<file path="config.mk">
export PLATFORM = sky130hd
export DESIGN_NAME = nand_feat_slave
export DESIGN_NICKNAME = d
export VERILOG_FILES = /design/src/rtl/nand_feat_pkg.sv /design/src/rtl/nand_feat_spi.sv /design/src/rtl/nand_feat_dec.sv /design/src/rtl/nand_feat_regs.sv /design/src/rtl/nand_feat_slave.sv
export SDC_FILE = /design/constraint.sdc
export NUM_CORES = 1
export LEC_CHECK = 0
export ABC_AREA = 0
export BUFFER_PORTS_ARGS = -buffer_cell sky130_fd_sc_hd__buf_2
export CAP_MARGIN = 30
export CORE_UTILIZATION = 40
export CTS_BUF_LIST = sky130_fd_sc_hd__clkbuf_4
export CTS_CLUSTER_DIAMETER = 120
export DETAILED_ROUTE_END_ITERATION = 8
export GPL_TIMING_DRIVEN = 1
export MAX_ROUTING_LAYER = met4
export PLACE_DENSITY_LB_ADDON = 0.12
export REMOVE_ABC_BUFFERS = 1
export SETUP_SLACK_MARGIN = 0.3
export SLEW_MARGIN = 20
export SYNTH_ARGS = -nofsm -noshare
export SYNTH_HDL_FRONTEND = slang
export SYNTH_SLANG_ARGS = --single-unit
</file>
<file path="constraint.sdc">
create_clock -name clk -period 3.2 [get_ports clk]
set_input_delay 0.64 -clock clk [delete_from_list [all_inputs] [get_ports clk]]
set_output_delay 0.64 -clock clk [all_outputs]
set_load 0.01 [all_outputs]
</file>
<file path="src/rtl/nand_feat_pkg.sv">
package nand_feat_pkg;

    // Command opcodes
    localparam logic [7:0] OP_GET    = 8'h0F;
    localparam logic [7:0] OP_SET    = 8'h1F;
    localparam logic [7:0] OP_WREN   = 8'h06;
    localparam logic [7:0] OP_WRDI   = 8'h04;
    localparam logic [7:0] OP_RESET  = 8'hFF;
    localparam logic [7:0] OP_PEXEC  = 8'h10;
    localparam logic [7:0] OP_PREAD  = 8'h13;
    localparam logic [7:0] OP_BERASE = 8'hD8;

    // Register addresses
    localparam logic [7:0] ADDR_LOCK = 8'hA0;
    localparam logic [7:0] ADDR_OPT  = 8'hB0;
    localparam logic [7:0] ADDR_STAT = 8'hC0;
    localparam logic [7:0] ADDR_DRV  = 8'hD0;

    // Writable bit masks and power-up values
    localparam logic [7:0] LOCK_MASK = 8'hBE;
    localparam logic [7:0] OPT_MASK  = 8'hD1;
    localparam logic [7:0] DRV_MASK  = 8'h60;
    localparam logic [7:0] LOCK_INIT = 8'h1C;
    localparam int         OPT_ECC_BIT = 4;

    // Byte position within a frame, saturating
    localparam int BIDX_W = 2;

    typedef enum logic [1:0] {
        SEL_LOCK = 2'd0,
        SEL_OPT  = 2'd1,
        SEL_STAT = 2'd2,
        SEL_DRV  = 2'd3
    } reg_sel_e;

    typedef enum logic [1:0] {
        KIND_RESET = 2'd0,
        KIND_PROG  = 2'd1,
        KIND_READ  = 2'd2,
        KIND_ERASE = 2'd3
    } op_kind_e;

    typedef struct packed {
        logic     valid;
        reg_sel_e sel;
    } reg_addr_t;

    // One pulse per accepted frame-level command
    typedef struct packed {
        logic wren;
        logic wrdi;
        logic rst;
        logic prog;
        logic read;
        logic erase;
    } cmd_t;

    typedef struct packed {
        logic       rsvd;
        logic [2:0] ecc;
        logic       pfail;
        logic       efail;
        logic       wel;
        logic       oip;
    } status_t;

    function automatic reg_addr_t decode_addr(input logic [7:0] a);
        reg_addr_t r;
        r.valid = 1'b1;
        r.sel   = SEL_LOCK;
        case (a)
            ADDR_LOCK: r.sel = SEL_LOCK;
            ADDR_OPT:  r.sel = SEL_OPT;
            ADDR_STAT: r.sel = SEL_STAT;
            ADDR_DRV:  r.sel = SEL_DRV;
            default:   r.valid = 1'b0;
        endcase
        return r;
    endfunction

    function automatic logic [7:0] write_mask(input reg_sel_e s);
        case (s)
            SEL_LOCK: return LOCK_MASK;
            SEL_OPT:  return OPT_MASK;
            SEL_DRV:  return DRV_MASK;
            default:  return 8'h00;
        endcase
    endfunction

endpackage

</file>
<file path="src/rtl/nand_feat_spi.sv">
module nand_feat_spi
    import nand_feat_pkg::*;
#(
    parameter int SYNC_STAGES = 2
) (
    input  logic              clk,
    input  logic              rst,
    input  logic              spi_cs_n,
    input  logic              spi_sck,
    input  logic              spi_mosi,
    input  logic              tx_load,
    input  logic [7:0]        tx_byte,
    output logic              spi_miso,
    output logic              byte_done,
    output logic [7:0]        rx_byte,
    output logic [BIDX_W-1:0] byte_idx,
    output logic              frame_end
);

    logic [SYNC_STAGES-1:0] cs_sync, sck_sync, mosi_sync;
    logic                   sck_prev, cs_act_prev;
    logic                   cs_act, sck_s, mosi_s, sck_rise, sck_fall;
    logic [2:0]             bit_cnt;
    logic [7:0]             sh_in, tx_sh, tx_pend;
    logic                   tx_pend_v;
    logic [BIDX_W-1:0]      idx_q;

    // Input synchronizer chains
    always_ff @(posedge clk) begin
        if (rst) begin
            cs_sync   <= '1;
            sck_sync  <= '0;
            mosi_sync <= '0;
        end else begin
            for (int i = SYNC_STAGES - 1; i > 0; i--) begin
                cs_sync[i]   <= cs_sync[i-1];
                sck_sync[i]  <= sck_sync[i-1];
                mosi_sync[i] <= mosi_sync[i-1];
            end
            cs_sync[0]   <= spi_cs_n;
            sck_sync[0]  <= spi_sck;
            mosi_sync[0] <= spi_mosi;
        end
    end

    assign cs_act   = ~cs_sync[SYNC_STAGES-1];
    assign sck_s    = sck_sync[SYNC_STAGES-1];
    assign mosi_s   = mosi_sync[SYNC_STAGES-1];
    assign sck_rise = cs_act & sck_s & ~sck_prev;
    assign sck_fall = cs_act & ~sck_s & sck_prev;

    always_ff @(posedge clk) begin
        if (rst) begin
            sck_prev    <= 1'b0;
            cs_act_prev <= 1'b0;
            frame_end   <= 1'b0;
            byte_done   <= 1'b0;
            rx_byte     <= '0;
            byte_idx    <= '0;
            idx_q       <= '0;
            bit_cnt     <= '0;
            sh_in       <= '0;
            tx_sh       <= '0;
            tx_pend     <= '0;
            tx_pend_v   <= 1'b0;
        end else begin
            sck_prev    <= sck_s;
            cs_act_prev <= cs_act;
            frame_end   <= cs_act_prev & ~cs_act;
            byte_done   <= 1'b0;
            if (!cs_act) begin
                bit_cnt   <= '0;
                idx_q     <= '0;
                tx_sh     <= '0;
                tx_pend_v <= 1'b0;
            end else begin
                if (sck_rise) begin
                    sh_in   <= {sh_in[6:0], mosi_s};
                    bit_cnt <= bit_cnt + 3'd1;
                    if (bit_cnt == 3'd7) begin
                        byte_done <= 1'b1;
                        rx_byte   <= {sh_in[6:0], mosi_s};
                        byte_idx  <= idx_q;
                        if (idx_q != {BIDX_W{1'b1}}) begin
                            idx_q <= idx_q + 1'b1;
                        end
                    end
                end
                if (sck_fall) begin
                    if (tx_pend_v) begin
                        tx_sh     <= tx_pend;
                        tx_pend_v <= 1'b0;
                    end else begin
                        tx_sh <= {tx_sh[6:0], 1'b0};
                    end
                end
                if (tx_load) begin
                    tx_pend   <= tx_byte;
                    tx_pend_v <= 1'b1;
                end
            end
        end
    end

    assign spi_miso = cs_act & tx_sh[7];

    // a byte completes only on the eighth sampled bit
    a_r1_byte_on_eighth: assert property (@(posedge clk) disable iff (rst)
        byte_done |-> ($past(bit_cnt) == 3'd7));

    // no byte completes once chip select is seen released
    a_r1_idle_quiet: assert property (@(posedge clk) disable iff (rst)
        !cs_act |=> !byte_done);

endmodule

</file>
<file path="src/rtl/nand_feat_dec.sv">
module nand_feat_dec
    import nand_feat_pkg::*;
(
    input  logic              clk,
    input  logic              rst,
    input  logic              byte_done,
    input  logic [7:0]        rx_byte,
    input  logic [BIDX_W-1:0] byte_idx,
    input  logic              frame_end,
    input  logic              busy,
    input  logic [3:0][7:0]   rd_regs,
    output logic              tx_load,
    output logic [7:0]        tx_byte,
    output logic              wr_en,
    output reg_sel_e          wr_sel,
    output logic [7:0]        wr_data,
    output cmd_t              cmd
);

    logic [7:0] opc;
    reg_addr_t  addr_q;
    reg_addr_t  addr_now;

    assign addr_now = decode_addr(rx_byte);

    always_ff @(posedge clk) begin
        if (rst) begin
            opc     <= '0;
            addr_q  <= '0;
            tx_load <= 1'b0;
            tx_byte <= '0;
            wr_en   <= 1'b0;
            wr_sel  <= SEL_LOCK;
            wr_data <= '0;
            cmd     <= '0;
        end else begin
            tx_load <= 1'b0;
            wr_en   <= 1'b0;
            cmd     <= '0;
            if (byte_done) begin
                case (byte_idx)
                    2'd0: opc <= rx_byte;
                    2'd1: begin
                        if (opc == OP_GET || opc == OP_SET) begin
                            addr_q <= addr_now;
                        end
                        if (opc == OP_GET) begin
                            tx_load <= 1'b1;
                            tx_byte <= addr_now.valid ? rd_regs[addr_now.sel] : 8'h00;
                        end
                    end
                    2'd2: begin
                        if (opc == OP_SET && addr_q.valid && !busy) begin
                            wr_en   <= 1'b1;
                            wr_sel  <= addr_q.sel;
                            wr_data <= rx_byte;
                        end
                    end
                    default: ;
                endcase
            end
            if (frame_end) begin
                cmd.rst   <= (opc == OP_RESET);
                cmd.wren  <= (opc == OP_WREN)   && !busy;
                cmd.wrdi  <= (opc == OP_WRDI)   && !busy;
                cmd.prog  <= (opc == OP_PEXEC)  && !busy;
                cmd.read  <= (opc == OP_PREAD)  && !busy;
                cmd.erase <= (opc == OP_BERASE) && !busy;
                opc       <= '0;
                addr_q    <= '0;
            end
        end
    end

    // a data byte arriving while busy never issues a register write
    a_r12_no_write_busy: assert property (@(posedge clk) disable iff (rst)
        (byte_done && busy) |=> !wr_en);

    // a status snapshot taken while busy carries the busy bit
    a_r6_oip_readback: assert property (@(posedge clk) disable iff (rst)
        (byte_done && byte_idx == 2'd1 && opc == OP_GET &&
         rx_byte == ADDR_STAT && busy) |=> tx_byte[0]);

    // at most one frame-level command per cycle
    a_r8_single_cmd: assert property (@(posedge clk) disable iff (rst)
        $onehot0(cmd));

endmodule

</file>
<file path="src/rtl/nand_feat_regs.sv">
module nand_feat_regs
    import nand_feat_pkg::*;
#(
    parameter int CNT_W = 16
) (
    input  logic             clk,
    input  logic             rst,
    input  logic [CNT_W-1:0] busy_len,
    input  logic             res_fail,
    input  logic [2:0]       res_ecc,
    input  logic             wr_en,
    input  reg_sel_e         wr_sel,
    input  logic [7:0]       wr_data,
    input  cmd_t             cmd,
    output logic [3:0][7:0]  rd_regs,
    output logic             busy
);

    localparam logic [CNT_W-1:0] ONE = CNT_W'(1);

    logic [7:0]       lock_q, opt_q, drv_q;
    logic             wel, efail, pfail;
    logic [2:0]       ecc_q;
    logic [CNT_W-1:0] cnt;
    op_kind_e         kind;
    logic [CNT_W-1:0] load_val;
    logic             last_cyc;
    status_t          stat;

    assign load_val = (busy_len == '0) ? ONE : busy_len;
    assign busy     = (cnt != '0);
    assign last_cyc = (cnt == ONE);

    always_ff @(posedge clk) begin
        if (rst) begin
            lock_q <= LOCK_INIT;
            opt_q  <= '0;
            drv_q  <= '0;
            wel    <= 1'b0;
            efail  <= 1'b0;
            pfail  <= 1'b0;
            ecc_q  <= '0;
            cnt    <= '0;
            kind   <= KIND_RESET;
        end else begin
            if (wr_en) begin
                case (wr_sel)
                    SEL_LOCK: lock_q <= wr_data & write_mask(SEL_LOCK);
                    SEL_OPT:  opt_q  <= wr_data & write_mask(SEL_OPT);
                    SEL_DRV:  drv_q  <= wr_data & write_mask(SEL_DRV);
                    default: ;
                endcase
            end
            if (cmd.wren) wel <= 1'b1;
            if (cmd.wrdi) wel <= 1'b0;

            if (cmd.rst) begin
                cnt  <= load_val;
                kind <= KIND_RESET;
            end else if (cmd.prog && wel) begin
                cnt  <= load_val;
                kind <= KIND_PROG;
            end else if (cmd.erase && wel) begin
                cnt  <= load_val;
                kind <= KIND_ERASE;
            end else if (cmd.read) begin
                cnt  <= load_val;
                kind <= KIND_READ;
            end else if (busy) begin
                cnt <= cnt - ONE;
                if (last_cyc) begin
                    case (kind)
                        KIND_PROG: begin
                            pfail <= res_fail;
                            wel   <= 1'b0;
                        end
                        KIND_ERASE: begin
                            efail <= res_fail;
                            wel   <= 1'b0;
                        end
                        KIND_READ:
                            ecc_q <= opt_q[OPT_ECC_BIT] ? res_ecc : 3'b000;
                        default: ;
                    endcase
                end
            end
        end
    end

    always_comb begin
        stat.rsvd  = 1'b0;
        stat.ecc   = ecc_q;
        stat.pfail = pfail;
        stat.efail = efail;
        stat.wel   = wel;
        stat.oip   = busy;
        rd_regs[SEL_LOCK] = lock_q;
        rd_regs[SEL_OPT]  = opt_q;
        rd_regs[SEL_STAT] = stat;
        rd_regs[SEL_DRV]  = drv_q;
    end

    // the reset opcode always opens a busy interval
    a_r8_reset_busy: assert property (@(posedge clk) disable iff (rst)
        cmd.rst |=> busy);

    // a program without the write latch leaves the block idle
    a_r9_no_start: assert property (@(posedge clk) disable iff (rst)
        (cmd.prog && !wel && !busy) |=> !busy);

    // the latch drops when a program or erase finishes
    a_r10_wel_drop: assert property (@(posedge clk) disable iff (rst)
        (last_cyc && !cmd.rst && (kind == KIND_PROG || kind == KIND_ERASE)) |=> !wel);

    // with ECC disabled a finished read leaves a zero ECC code
    a_r11_ecc_gated: assert property (@(posedge clk) disable iff (rst)
        (last_cyc && !cmd.rst && kind == KIND_READ && !opt_q[OPT_ECC_BIT]) |=> (ecc_q == 3'b000));

endmodule

</file>
<file path="src/rtl/nand_feat_slave.sv">
module nand_feat_slave
    import nand_feat_pkg::*;
#(
    parameter int CNT_W       = 16,
    parameter int SYNC_STAGES = 2
) (
    input  logic             clk,
    input  logic             rst,
    input  logic             spi_cs_n,
    input  logic             spi_sck,
    input  logic             spi_mosi,
    output logic             spi_miso,
    input  logic [CNT_W-1:0] busy_len,
    input  logic             res_fail,
    input  logic [2:0]       res_ecc
);

    logic              tx_load, byte_done, frame_end, wr_en, busy;
    logic [7:0]        tx_byte, rx_byte, wr_data;
    logic [BIDX_W-1:0] byte_idx;
    reg_sel_e          wr_sel;
    cmd_t              cmd;
    logic [3:0][7:0]   rd_regs;

    nand_feat_spi #(.SYNC_STAGES(SYNC_STAGES)) u_spi (
        .clk(clk), .rst(rst),
        .spi_cs_n(spi_cs_n), .spi_sck(spi_sck), .spi_mosi(spi_mosi),
        .tx_load(tx_load), .tx_byte(tx_byte), .spi_miso(spi_miso),
        .byte_done(byte_done), .rx_byte(rx_byte), .byte_idx(byte_idx),
        .frame_end(frame_end)
    );

    nand_feat_dec u_dec (
        .clk(clk), .rst(rst),
        .byte_done(byte_done), .rx_byte(rx_byte), .byte_idx(byte_idx),
        .frame_end(frame_end), .busy(busy), .rd_regs(rd_regs),
        .tx_load(tx_load), .tx_byte(tx_byte),
        .wr_en(wr_en), .wr_sel(wr_sel), .wr_data(wr_data), .cmd(cmd)
    );

    nand_feat_regs #(.CNT_W(CNT_W)) u_regs (
        .clk(clk), .rst(rst),
        .busy_len(busy_len), .res_fail(res_fail), .res_ecc(res_ecc),
        .wr_en(wr_en), .wr_sel(wr_sel), .wr_data(wr_data), .cmd(cmd),
        .rd_regs(rd_regs), .busy(busy)
    );

endmodule

</file>
Word-level counts from Yosys, hierarchy flattened
Index checks and enable logic that the tools add are counted.

storage, ports and cells
  output and inout bits = 1
  flip-flop bits (word level) = 122
  word-level logic and storage cells = 156
  bits of input ports = 25

cells by class
  $lt $le $gt $ge = 1
  equal/unequal tests = 22
  bitwise gates (word level) = 18
  mux-type cells = 30
  add/sub/neg operators = 3
  reductions and logical operators = 43

operators with widths
  kind                                                   number
  two-way mux 16 bit                                     6
  equality test 8 bit (second input constant)            6
  equality test 8 x 5 -> 1 bit (second input constant)   3
  two-way mux 8 bit                                      3
  AND reduction 7 bit                                    3
  binary-select mux 8 bit (select 2 bit)                 1
  equality test 16 x 1 -> 1 bit (second input constant)  1
  equality test 8 x 3 -> 1 bit (second input constant)   2
  logical NOT 16 bit                                     1
  two-way mux 1 bit                                      16
  nonzero test 16 bit                                    1
  subtractor 16 x 1 -> 16 bit (second input constant)    1
  AND reduction 3 bit                                    5
  inverter 1 bit                                         12
  AND reduction 2 bit                                    6
  OR reduction 3 bit                                     4
  OR reduction 2 bit                                     5
  logical AND 1 bit                                      9
  equality test 2 bit (second input constant)            4
  equality test 8 x 4 -> 1 bit (second input constant)   1
  bitwise AND 1 bit                                      6
  equality test 2 x 1 -> 1 bit (second input constant)   3
  one-hot mux 2 bit (3 select lines)                     1
  nonzero test 5 bit                                     1
  13 further kinds                                       16

Depth between registers and ports, before layout
Gate-level depths: netlist (run 1).

  depth in word-level cells = 9
  mapped depth = 8
  depth with buffers taken out = 7

Modules after synthesis
A second synthesis (run 1) with hierarchy kept.

unflattened totals
  cell total of the unflattened synthesis = 551
  area, all modules = 5406.4 µm²

by module, submodules not included
  module          seq. area each (µm²)  times used  area an instance (µm²)  cells each
  nand_feat_regs  720.7                 1           1914.3                  211
  nand_feat_spi   980.9                 1           1855.5                  180
  nand_feat_dec   740.7                 1           1636.6                  160

Worst setup path before layout (run 1)
Ideal clock, no wire load.

  path kind = register to register
  from = register u_regs.cnt[0]
  to = register u_dec.wr_data[4]
  slack = 1180 ps
  cell stages (with the launch flop) = 9
  path buffers = 1
  arrival time = 1893 ps
  data required time = 3072 ps
  setup time = 128 ps
  cell sequence = dfxtp_1 > inv_1 > ha_1 > nor3b_1 > and2_2 > nand4b_2 > buf_4 > mux2i_1 > nor2_1

between the ends
  word-level cells in the longest chain between the ends = 4

ends and longest elaborated chain
  element                               RTL line              source
  start, declared                       nand_feat_regs.sv:24  logic [CNT_W-1:0] cnt;
  start signal, assigned                nand_feat_regs.sv:58  cnt <= load_val;
  start signal, assigned                nand_feat_regs.sv:61  cnt <= load_val;
  start signal, assigned                nand_feat_regs.sv:64  cnt <= load_val;
  nonzero test 16 bit                   nand_feat_regs.sv:31  assign busy = (cnt != '0);
  logical NOT 1 bit                     nand_feat_dec.sv:53   if (opc == OP_SET && addr_q.valid && !busy) begin
  logical AND 1 bit                     nand_feat_dec.sv:53
  AND reduction 3 bit (no source line)  --
  end signal, assigned                  nand_feat_dec.sv:56   wr_data <= rx_byte;
  end, declared                         nand_feat_dec.sv:16   output logic [7:0] wr_data,

Every way passes these cells.
A chain may end at the register's enable or synchronous reset.

Final worst setup path (run 1)
  from = register u_regs.cnt[0]
  to = register u_dec.wr_data[0]

The elaborated chain is that of the path after synthesis.

==> impl_metrics.py, run 1 <==
metrics = {
    "floorplan": {
        "fp.dieArea_um2": 13200,
        "die_w_um": 115,
        "start_util_pct": 41.8,
        "rows": 40,
        "ioPinCount": 26,
        "dieHeight_um": 115,
        "core-area_um2": 12200,
    },
    "clock_network": {
        "cts_tree": "built",
        "numCtsBuffers": 17,
        "htreeDepth": 4,
        "cts.sinks": 122,
        "clk_latency_ns": 0.52,
        "postCtsHoldBufs": 0,
        "path_clk_slew_ns": 0.09,
        "ctsResizeCount": 0,
        "root_buffer": "clkbuf_4",
        "cts_buffer_depth": 2,
        "cts_setup_buffers": 0,
    },
    "placement": {
        "post_dp_cell_area_um2": 5390,
        "pre_cts_ws_ns": 1.04,
        "dp_hpwl_mm": 8.29,
        "io_buffers": 25,
        "gp_routability_congestion": 0.909,
    },
    "sta": {
        "max_freq_mhz": 461,
        "worst_slack_ns": 1.03,
        "max-slew-margin-rel_pct": 38.5,
        "post-route-min-period_ns": 2.17,
        "hold_viol": 0,
        "fin_worst_skew_ns": 0.0130,
        "final_max_slew_viol_count": 0,
        "tightest_slew_ns": 0.920,
        "fin_crit_sh_pct": 67.7,
        "tns_ns": 0,
        "rsz0062_at_grt": "no",
        "setup_viol": 0,
    },
    "critical_path": {
        "cp-end-kind": "flop",
        "arrival_ns": 2.57,
        "reg2reg_from": "u_regs.cnt[0]",
        "reg2reg_depth": 8,
        "worst-endpoint-required_ns": 3.61,
        "cp-start-kind": "flop",
        "cp_max_fo": 11,
        "critPathLaunch": "u_regs.cnt[0]",
        "timing.rr.end": "u_dec.wr_data[0]",
        "r2r_slack_ns": 1.03,
        "critPathKind": "flop to flop",
    },
    "min_path": {
        "hp-start": "spi_cs_n",
        "hold_class": "primary input to flop",
        "hold_depth": 2,
        "holdPathEnd": "u_spi.cs_sync[0]",
    },
    "pwr": {
        "power.leakage_nw": 2.09,
        "finalPower_w": 0.00331,
        "ir_drop_mv": 0.239,
        "combPwrFrac_pct": 23.1,
        "p_seq_share_pct": 51.0,
        "p_clk_share_pct": 25.9,
        "powerDensity_nw_per_um2": 591,
        "switchingPower_w": 0.00105,
        "p_int_w": 0.00226,
        "p_sw_share_pct": 31.7,
    },
    "drt": {
        "drt-total-wl_mm": 11.5,
        "num_vias": 3933,
        "drt_first_iter_violations": 235,
        "ant_nets": 0,
        "wire_per_inst_um": 15.1,
        "drc_errors": 0,
        "dr.pass1.iters": 6,
        "viasPerCell": 5.17,
    },
    "synth": {
        "synth-edff-count": 0,
        "synth_ff_type": "dfxtp_1",
        "syn_inst": 559,
        "async_reset_ff_share_pct": 0,
        "synth_cell_types": 52,
        "yosysWarnings": 0,
        "synth-seq-cells": 122,
        "synth_area_um2": 5110,
        "seq_area_frac_synth_pct": 47.8,
        "synth_area_per_cell_um2": 9.14,
    },
    "cells_and_area": {
        "layout_common_cells": "dfxtp_1, nor2_1, mux2i_1",
        "finalNetCount": 613,
        "final_area_um2": 5590,
        "area_growth_pct": 9.53,
        "diodes": 0,
        "fill_cells": 1235,
        "drive_above_1_share_pct": 12.6,
        "final_common_cell": "dfxtp_1",
    },
    "outcome": {
        "outcome": "complete, no violations",
    },
    "run": {
        "max_cap_violations": 0,
    },
    "grt": {
        "antenna_found_initial": 0,
        "grt_pass1_vias": 3729,
        "grt_max_degree": 38,
        "grt.overflow.total": 0,
        "track_usage_pct": 19.8,
        "grt_pass1_wl_mm": 19.3,
    },
}
==> kinds of logic after synthesis <==
kind of cell	count (synthesis)	share of synthesized area, %
flops	122	47.8
mux	66	12.9
xor+xnor	8	1.37
compound gates	78	9.68
fa+ha+maj	5	1.22
simple gates	241	24.0
buf+inv	39	2.94
==> through the flow <==
stage	hold WS [ns]	cells	utilization, %
after floorplan	0.389	531	-
after global placement	0.393	731	44.1
after detailed placement	0.398	731	44.1
after CTS	0.253	760	45.7
after global routing	0.245	761	45.8
final	0.297	761	45.8
==> worst max path at each step <==
stage | endpoint | slack (ns) | cells after the start
2_1_floorplan | u_spi.idx_q[0] | 0.98 | 5
3_3_place_gp | u_dec.wr_data[0] | 1.10 | 5
3_5_place_dp | u_dec.wr_data[0] | 1.04 | 5
4_1_cts | u_dec.wr_data[0] | 1.02 | 5
5_1_grt | u_dec.wr_data[0] | 0.73 | 8
6_report | u_dec.wr_data[0] | 1.03 | 8
==> critical path, cell delays in order (launching register included) <==
cell and delay (ns):
dfxtp_1 0.34, inv_1 0.12, ha_1 0.21, nor3b_1 0.20
buf_4 0.19, and2_2 0.22, nand4b_2 0.42, mux2i_1 0.29
nor2_1 0.05
==> synth_stat cells (2+ instances only) <==
cell type | count | area (um2)
a211oi_1 | 8 | 60.1
o2111ai_1 | 2 | 17.5
nand4_1 | 6 | 37.5
a21o_1 | 2 | 15.0
nand4b_2 | 2 | 30.0
xnor2_1 | 7 | 61.3
nand3_1 | 14 | 70.1
o311ai_0 | 2 | 17.5
clkbuf_1 | 25 | 93.8
ha_1 | 5 | 62.6
nor3_1 | 19 | 95.1
a31oi_1 | 4 | 25.0
nand2_1 | 46 | 173
and2_1 | 4 | 25.0
a2111oi_0 | 2 | 17.5
nor2b_1 | 14 | 87.6
mux2i_1 | 66 | 661
a22oi_1 | 9 | 67.6
nor2_1 | 90 | 338
nor4_1 | 9 | 56.3
buf_1 | 2 | 7.51
nand2b_1 | 5 | 31.3
nand4b_1 | 2 | 17.5
nor4_2 | 2 | 25.0
and3_1 | 3 | 18.8
nand3b_1 | 5 | 37.5
o21ai_0 | 15 | 75.1
dfxtp_1 | 122 | 2440
a21oi_1 | 26 | 130
inv_1 | 11 | 41.3
or2_2 | 4 | 25.0
o211ai_1 | 3 | 22.5
and4_1 | 2 | 17.5
or3_1 | 2 | 12.5
nor3b_1 | 2 | 15.0
==> flip-flops by register name, summed over array words and instances, names as in the netlist, 2 cells and up <==
name             count
u_dec.cmd            6
u_spi.sck_sync       2
u_dec.opc            8
u_spi.byte_idx       2
u_spi.mosi_sync      2
u_spi.tx_pend        8
u_spi.rx_byte        8
u_regs.cnt          16
u_regs.drv_q         2
u_regs.kind          2
u_dec.tx_byte        8
u_spi.cs_sync        2
u_spi.bit_cnt        3
u_regs.opt_q         4
u_dec.wr_sel         2
u_dec.addr_q         3
u_dec.wr_data        8
u_spi.sh_in          7
u_spi.idx_q          2
u_regs.ecc_q         3
u_regs.lock_q        6
u_spi.tx_sh          8
==> final cells by class <==
type,count,area [um2],share of cell area [%]
clock buffers,23,173,3.09
clock inverters,6,27.5,0.492
inverters,11,41.3,0.738
multi-input cells,398,2510,45.0
flip-flops and latches,122,2440,43.7
well taps,168,210,3.76
repair buffers,33,185,3.31
==> routing by layer <==
metal | up-vias | GRT usage (%) | part of all wire, %
met4 | 0 | 7.10 | 1.3
met3 | 11 | 5.43 | 4.1
li1 | 2020 | - | -
met5 | - | - | 0
met1 | 1829 | 24.6 | 48
met2 | 73 | 30.7 | 47
==> power groups by stage <==
| stage | logic (W) | registers (W) | clock network, W |
|---|---|---|---|
| floorplan | 0.000562 | 0.00169 | 0 |
| global placement | 0.000743 | 0.00171 | 0 |
| detailed placement | 0.000759 | 0.00171 | 0 |
| CTS | 0.000765 | 0.00168 | 0.000884 |
| global route | 0.000853 | 0.00170 | 0.000959 |
| finish | 0.000763 | 0.00169 | 0.000856 |
No activity file was read; power rests on OpenSTA's default activity.
==> run 2, diff against run 1 <==
- clock period: 3.2 -> 2.15 ns (I/O delays scaled with it)
==> run 2 against run 1 <==
  * Combinational power is 78% higher
  * Wire length up 3.3%
  * Final cell count grew 3.2%
  * Die area unchanged
  * Final area up 5.5%
  * Sequential power up 49%
  * Fmax up 15%
  * Largest power group unchanged
  * Count of clock-buffer cells in the layout decreased by 2
  * Largest cell class unchanged
==> impl_metrics.py, run 2 (synthesis gave the netlist of run 1 again) <==
metrics = {
    "outcome": {
        "outcome": "complete, no violations",
    },
    "clock_network": {
        "cts.sinks": 122,
        "cts_buffer_depth": 2,
        "htreeDepth": 4,
        "path_clk_slew_ns": 0.11,
        "cts_tree": "built",
        "postCtsHoldBufs": 0,
        "root_buffer": "clkbuf_4",
        "clk_latency_ns": 0.53,
        "numCtsBuffers": 17,
    },
    "drt": {
        "dr.pass1.iters": 4,
        "drc_errors": 0,
        "drt-total-wl_mm": 11.9,
        "num_vias": 4040,
        "ant_nets": 0,
        "wire_per_inst_um": 15.2,
        "drt_first_iter_violations": 205,
        "viasPerCell": 5.15,
    },
    "sta": {
        "worst_slack_ns": 0.271,
        "tightest_slew_ns": 0.751,
        "post-route-min-period_ns": 1.88,
        "fin_crit_sh_pct": 87.4,
        "final_max_slew_viol_count": 0,
        "setup_viol": 0,
        "rsz0062_at_grt": "yes",
        "tns_ns": 0,
        "fin_worst_skew_ns": 0.0194,
        "max-slew-margin-rel_pct": 49.7,
        "hold_viol": 0,
        "max_freq_mhz": 532,
    },
    "cells_and_area": {
        "fill_cells": 1205,
        "drive_above_1_share_pct": 18.0,
        "largest_register_ffs": 16,
        "layout_common_cells": "dfxtp_1, nor2_1, mux2i_1",
        "top_register": "u_regs.cnt",
        "area_growth_pct": 15.5,
        "seq_area_um2": 2450,
        "final_common_cell": "dfxtp_1",
        "utilization_pct": 48.3,
        "finalNetCount": 635,
        "multiInputGateArea_um2": 2560,
        "diodes": 0,
    },
    "grt": {
        "grt_pass1_wl_mm": 19.6,
        "track_usage_pct": 20.1,
        "grt_max_degree": 31,
        "grt.overflow.total": 0,
        "grt_pass1_vias": 3903,
        "antenna_found_initial": 0,
    },
    "placement": {
        "io_buffers": 25,
        "pre_cts_ws_ns": 0.186,
        "gp_routability_congestion": 0.861,
        "dp_hpwl_mm": 8.51,
    },
    "critical_path": {
        "cp-end-kind": "flop",
        "reg2reg_from": "u_regs.cnt[12]",
        "cp-start-kind": "flop",
        "reg2reg_depth": 6,
        "worst-endpoint-required_ns": 2.58,
        "cp_max_fo": 5,
        "arrival_ns": 2.30,
        "timing.rr.end": "u_dec.wr_data[5]",
        "critPathKind": "flop to flop",
        "r2r_slack_ns": 0.27,
    },
    "pwr": {
        "finalPower_w": 0.00541,
        "switchingPower_w": 0.00168,
        "p_sw_share_pct": 31.0,
        "p_int_w": 0.00374,
        "powerDensity_nw_per_um2": 917,
        "p_seq_share_pct": 46.5,
        "power.leakage_nw": 2.25,
        "combPwrFrac_pct": 25.1,
        "ir_drop_mv": 0.481,
        "p_clk_share_pct": 28.4,
    },
    "min_path": {
        "hold_depth": 2,
        "holdPathEnd": "u_spi.cs_sync[0]",
        "hold_class": "primary input to flop",
        "hp-start": "spi_cs_n",
    },
    "floorplan": {
        "fp.dieArea_um2": 13200,
        "die_w_um": 115,
        "dieHeight_um": 115,
        "ioPinCount": 26,
        "start_util_pct": 41.8,
        "core-area_um2": 12200,
        "rows": 40,
    },
    "run": {
        "max_cap_violations": 0,
    },
}
==> run 2: cell type report <==
type                    count  area share (%)
inverters                  11           0.700
clock buffers              21            2.67
repair buffers             55            6.45
flip-flops and latches    122            41.5
multi-input cells         398            43.4
clock inverters            10            1.74
well taps                 168            3.56
==> run 2: layer usage <==
layer | up-vias | track usage, % | share of wire [%]
met5 | - | - | 0
met4 | 0 | 5.97 | 0.91
met3 | 12 | 5.75 | 4.5
met2 | 81 | 32.2 | 48
met1 | 1892 | 24.6 | 47
li1 | 2055 | - | -
==> run 2: power by group through the flow <==
stage	registers, W	logic (W)	clock network (W)
after floorplan	0.00252	0.000836	0
after global placement	0.00255	0.00113	0
after detailed placement	0.00255	0.00116	0
after CTS	0.00251	0.00127	0.00160
after global routing	0.00253	0.00149	0.00171
final	0.00252	0.00136	0.00154
==> run 2: timing repair <==
action	4_1_cts	5_1_grt
gates resized for setup	5	15
buffers inserted	3	2
gates cloned	0	1
pin swaps	2	8
setup endpoints to repair	26	31
==> run 2: critical path, stage by stage, from the launching register on <==
cell	delay, ns
dfxtp_4	0.36
or4_4	0.59
nor3_4	0.24
nand4b_4	0.19
clkbuf_16	0.21
mux2i_1	0.14
nor2_1	0.06
==> run 2: stage by stage <==
step	cell area [um2]	cells	hold WS (ns)
after floorplan	5000	531	0.389
after global placement	5510	748	0.393
after detailed placement	5510	748	0.396
after CTS	5810	782	0.0128
after global routing	5900	785	0.0247
final	5900	785	0.0681
==> run 2: worst max path at each step <==
stage	startpoint	cells past startpoint	endpoint	slack (ns)
2_1_floorplan	u_spi.sck_sync[1]	5	u_spi.idx_q[0]	-0.07
6_report	u_regs.cnt[12]	6	u_dec.wr_data[5]	0.27
4_1_cts	u_regs.cnt[0]	7	u_dec.tx_byte[0]	0.27
3_5_place_dp	u_regs.cnt[12]	4	u_regs.cnt[9]	0.19
3_3_place_gp	u_regs.cnt[12]	4	u_regs.cnt[11]	0.20
5_1_grt	u_regs.cnt[12]	6	u_regs.ecc_q[1]	0.19
==> run 3, diff against run 2 <==
- REMOVE_ABC_BUFFERS: 1 -> default
==> run 3 against run 2 <==
  * Wire length decreased by 2.3%
  * Non-clock buffer count up 3
  * Critical path depth is the same
  * First-iteration DRC count grew 8.8%
  * Largest power group unchanged
  * Sequential share of layout area shrank 0.44 points
==> impl_metrics.py, run 3 (synthesis gave the netlist of run 1 again) <==
metrics = {
    "critical_path": {
        "cp_top_family": "simple AND/OR/NAND/NOR gates",
        "cp_max_fo": 5,
        "worst-endpoint-required_ns": 2.60,
        "cp_cell_sequence": "or4_4, nor3_4, and2_4, buf_4, o211ai_1, a31oi_1",
        "worst-path-buf-inv": 1,
        "crit_slowest_cell": "or4_4",
        "max_stage_delay_ns": 0.56,
        "cp-start-kind": "flop",
        "critPathKind": "flop to flop",
        "cp-end-kind": "flop",
        "arrival_ns": 2.36,
    },
    "min_path": {
        "hold_class": "primary input to flop",
    },
    "cells_and_area": {
        "final_common_cell": "dfxtp_1",
        "fin_cells": 790,
        "multiInputGateArea_um2": 2600,
        "drive_above_1_share_pct": 19.1,
        "diodes": 0,
        "final_area_um2": 5960,
        "seq_area_um2": 2450,
        "largest_register_ffs": 16,
        "fill_cells": 1212,
        "top_register": "u_regs.cnt",
        "area_growth_pct": 16.7,
        "finalNetCount": 639,
        "layout_common_cells": "dfxtp_1, nor2_1, mux2i_1",
    },
    "clock_network": {
        "cts_buffer_depth": 2,
        "clk_latency_ns": 0.53,
        "cts_tree": "built",
        "root_buffer": "clkbuf_4",
        "htreeDepth": 4,
        "numCtsBuffers": 17,
        "cts.sinks": 122,
        "path_clk_slew_ns": 0.10,
    },
    "grt": {
        "grt_pass1_wl_mm": 19.3,
        "grt.overflow.total": 0,
        "grt_max_degree": 30,
        "antenna_found_initial": 0,
        "grt_pass1_vias": 3949,
        "track_usage_pct": 19.8,
    },
    "sta": {
        "max-slew-margin-rel_pct": 52.5,
        "tns_ns": 0,
        "tightest_slew_ns": 0.710,
        "final_max_slew_viol_count": 0,
        "setup_viol": 0,
        "rsz0062_at_grt": "yes",
        "post-route-min-period_ns": 1.91,
        "max_freq_mhz": 523,
        "fin_crit_sh_pct": 89.0,
        "hold_viol": 0,
        "fin_worst_skew_ns": 0.0186,
    },
    "pwr": {
        "finalPower_w": 0.00559,
        "powerDensity_nw_per_um2": 938,
        "power.leakage_nw": 2.28,
        "ir_drop_mv": 0.420,
    },
    "floorplan": {
        "rows": 40,
        "die_w_um": 115,
        "core-area_um2": 12200,
        "fp.dieArea_um2": 13200,
        "dieHeight_um": 115,
        "start_util_pct": 41.8,
        "ioPinCount": 26,
    },
    "drt": {
        "ant_nets": 0,
        "wire_per_inst_um": 14.7,
        "drc_errors": 0,
        "drt_first_iter_violations": 223,
        "num_vias": 4089,
        "viasPerCell": 5.18,
        "drt-total-wl_mm": 11.6,
        "dr.pass1.iters": 4,
    },
    "placement": {
        "placed_cells": 749,
        "gp_routability_congestion": 0.837,
        "io_buffers": 25,
        "dp_hpwl_mm": 8.35,
        "post_dp_cell_area_um2": 5530,
    },
    "outcome": {
        "outcome": "complete, no violations",
    },
    "synth": {
        "syn_nets": 589,
    },
    "run": {
        "max_cap_violations": 0,
    },
}
==> run 3: metal layers <==
metal | part of all wire [%] | up-vias | GRT usage, %
li1 | - | 2081 | -
met1 | 48 | 1931 | 24.2
met2 | 47 | 58 | 30.6
met3 | 2.9 | 19 | 4.48
met4 | 1.8 | 0 | 9.78
met5 | 0 | - | -
==> run 3: worst paths after layout <==
check	startpoint	to	slack (ns)	cells past startpoint
max	u_regs.cnt[12]	u_regs.cnt[3]	0.24	6
min	spi_cs_n	u_spi.cs_sync[0]	0.08	2
max reg2reg	u_regs.cnt[12]	u_regs.cnt[3]	0.24	6
min reg2reg	u_spi.cs_sync[0]	u_spi.cs_sync[1]	0.43	1
==> run 3: repair_timing <==
item / in CTS / in global routing
buffers inserted: 3 / 5
hold buffers: 0 / 0
endpoints found under the setup margin: 26 / 29
gates resized for setup: 8 / 13
gates cloned: 0 / 1
pin swaps: 4 / 6
==> run 3: report_power, final <==
group          leakage, nW  internal, W  switching (W)  total (W)
Sequential           0.988      0.00237       0.000140    0.00251
Combinational         1.12     0.000713       0.000725    0.00144
Clock                0.166     0.000839       0.000802    0.00164
Total                 2.28      0.00393        0.00167    0.00559
==> run 3: worst register-to-register path, cell delays in order, from the launching register on <==
cell and delay, ns:
dfxtp_4 0.36, or4_4 0.56, nor3_4 0.31, and2_4 0.26, buf_4 0.12, o211ai_1 0.09, a31oi_1 0.16
==> run 3: final cells by class <==
| class | instances | area share [%] |
|---|---|---|
| clock buffers | 21 | 2.64 |
| clock inverters | 11 | 2.14 |
| inverters | 11 | 0.693 |
| multi-input cells | 399 | 43.6 |
| flip-flops and latches | 122 | 41.1 |
| well taps | 168 | 3.53 |
| repair buffers | 58 | 6.38 |
==> run 3: per-stage QoR <==
stage | util, % | hold slack [ns] | setup slack, ns
global placement | 45.3 | 0.395 | 0.260
CTS | 48.0 | 0.0229 | 0.287
floorplan | - | 0.389 | 0.355
detailed placement | 45.3 | 0.402 | 0.170
global route | 48.8 | 0.0392 | 0.171
finish | 48.8 | 0.0810 | 0.236
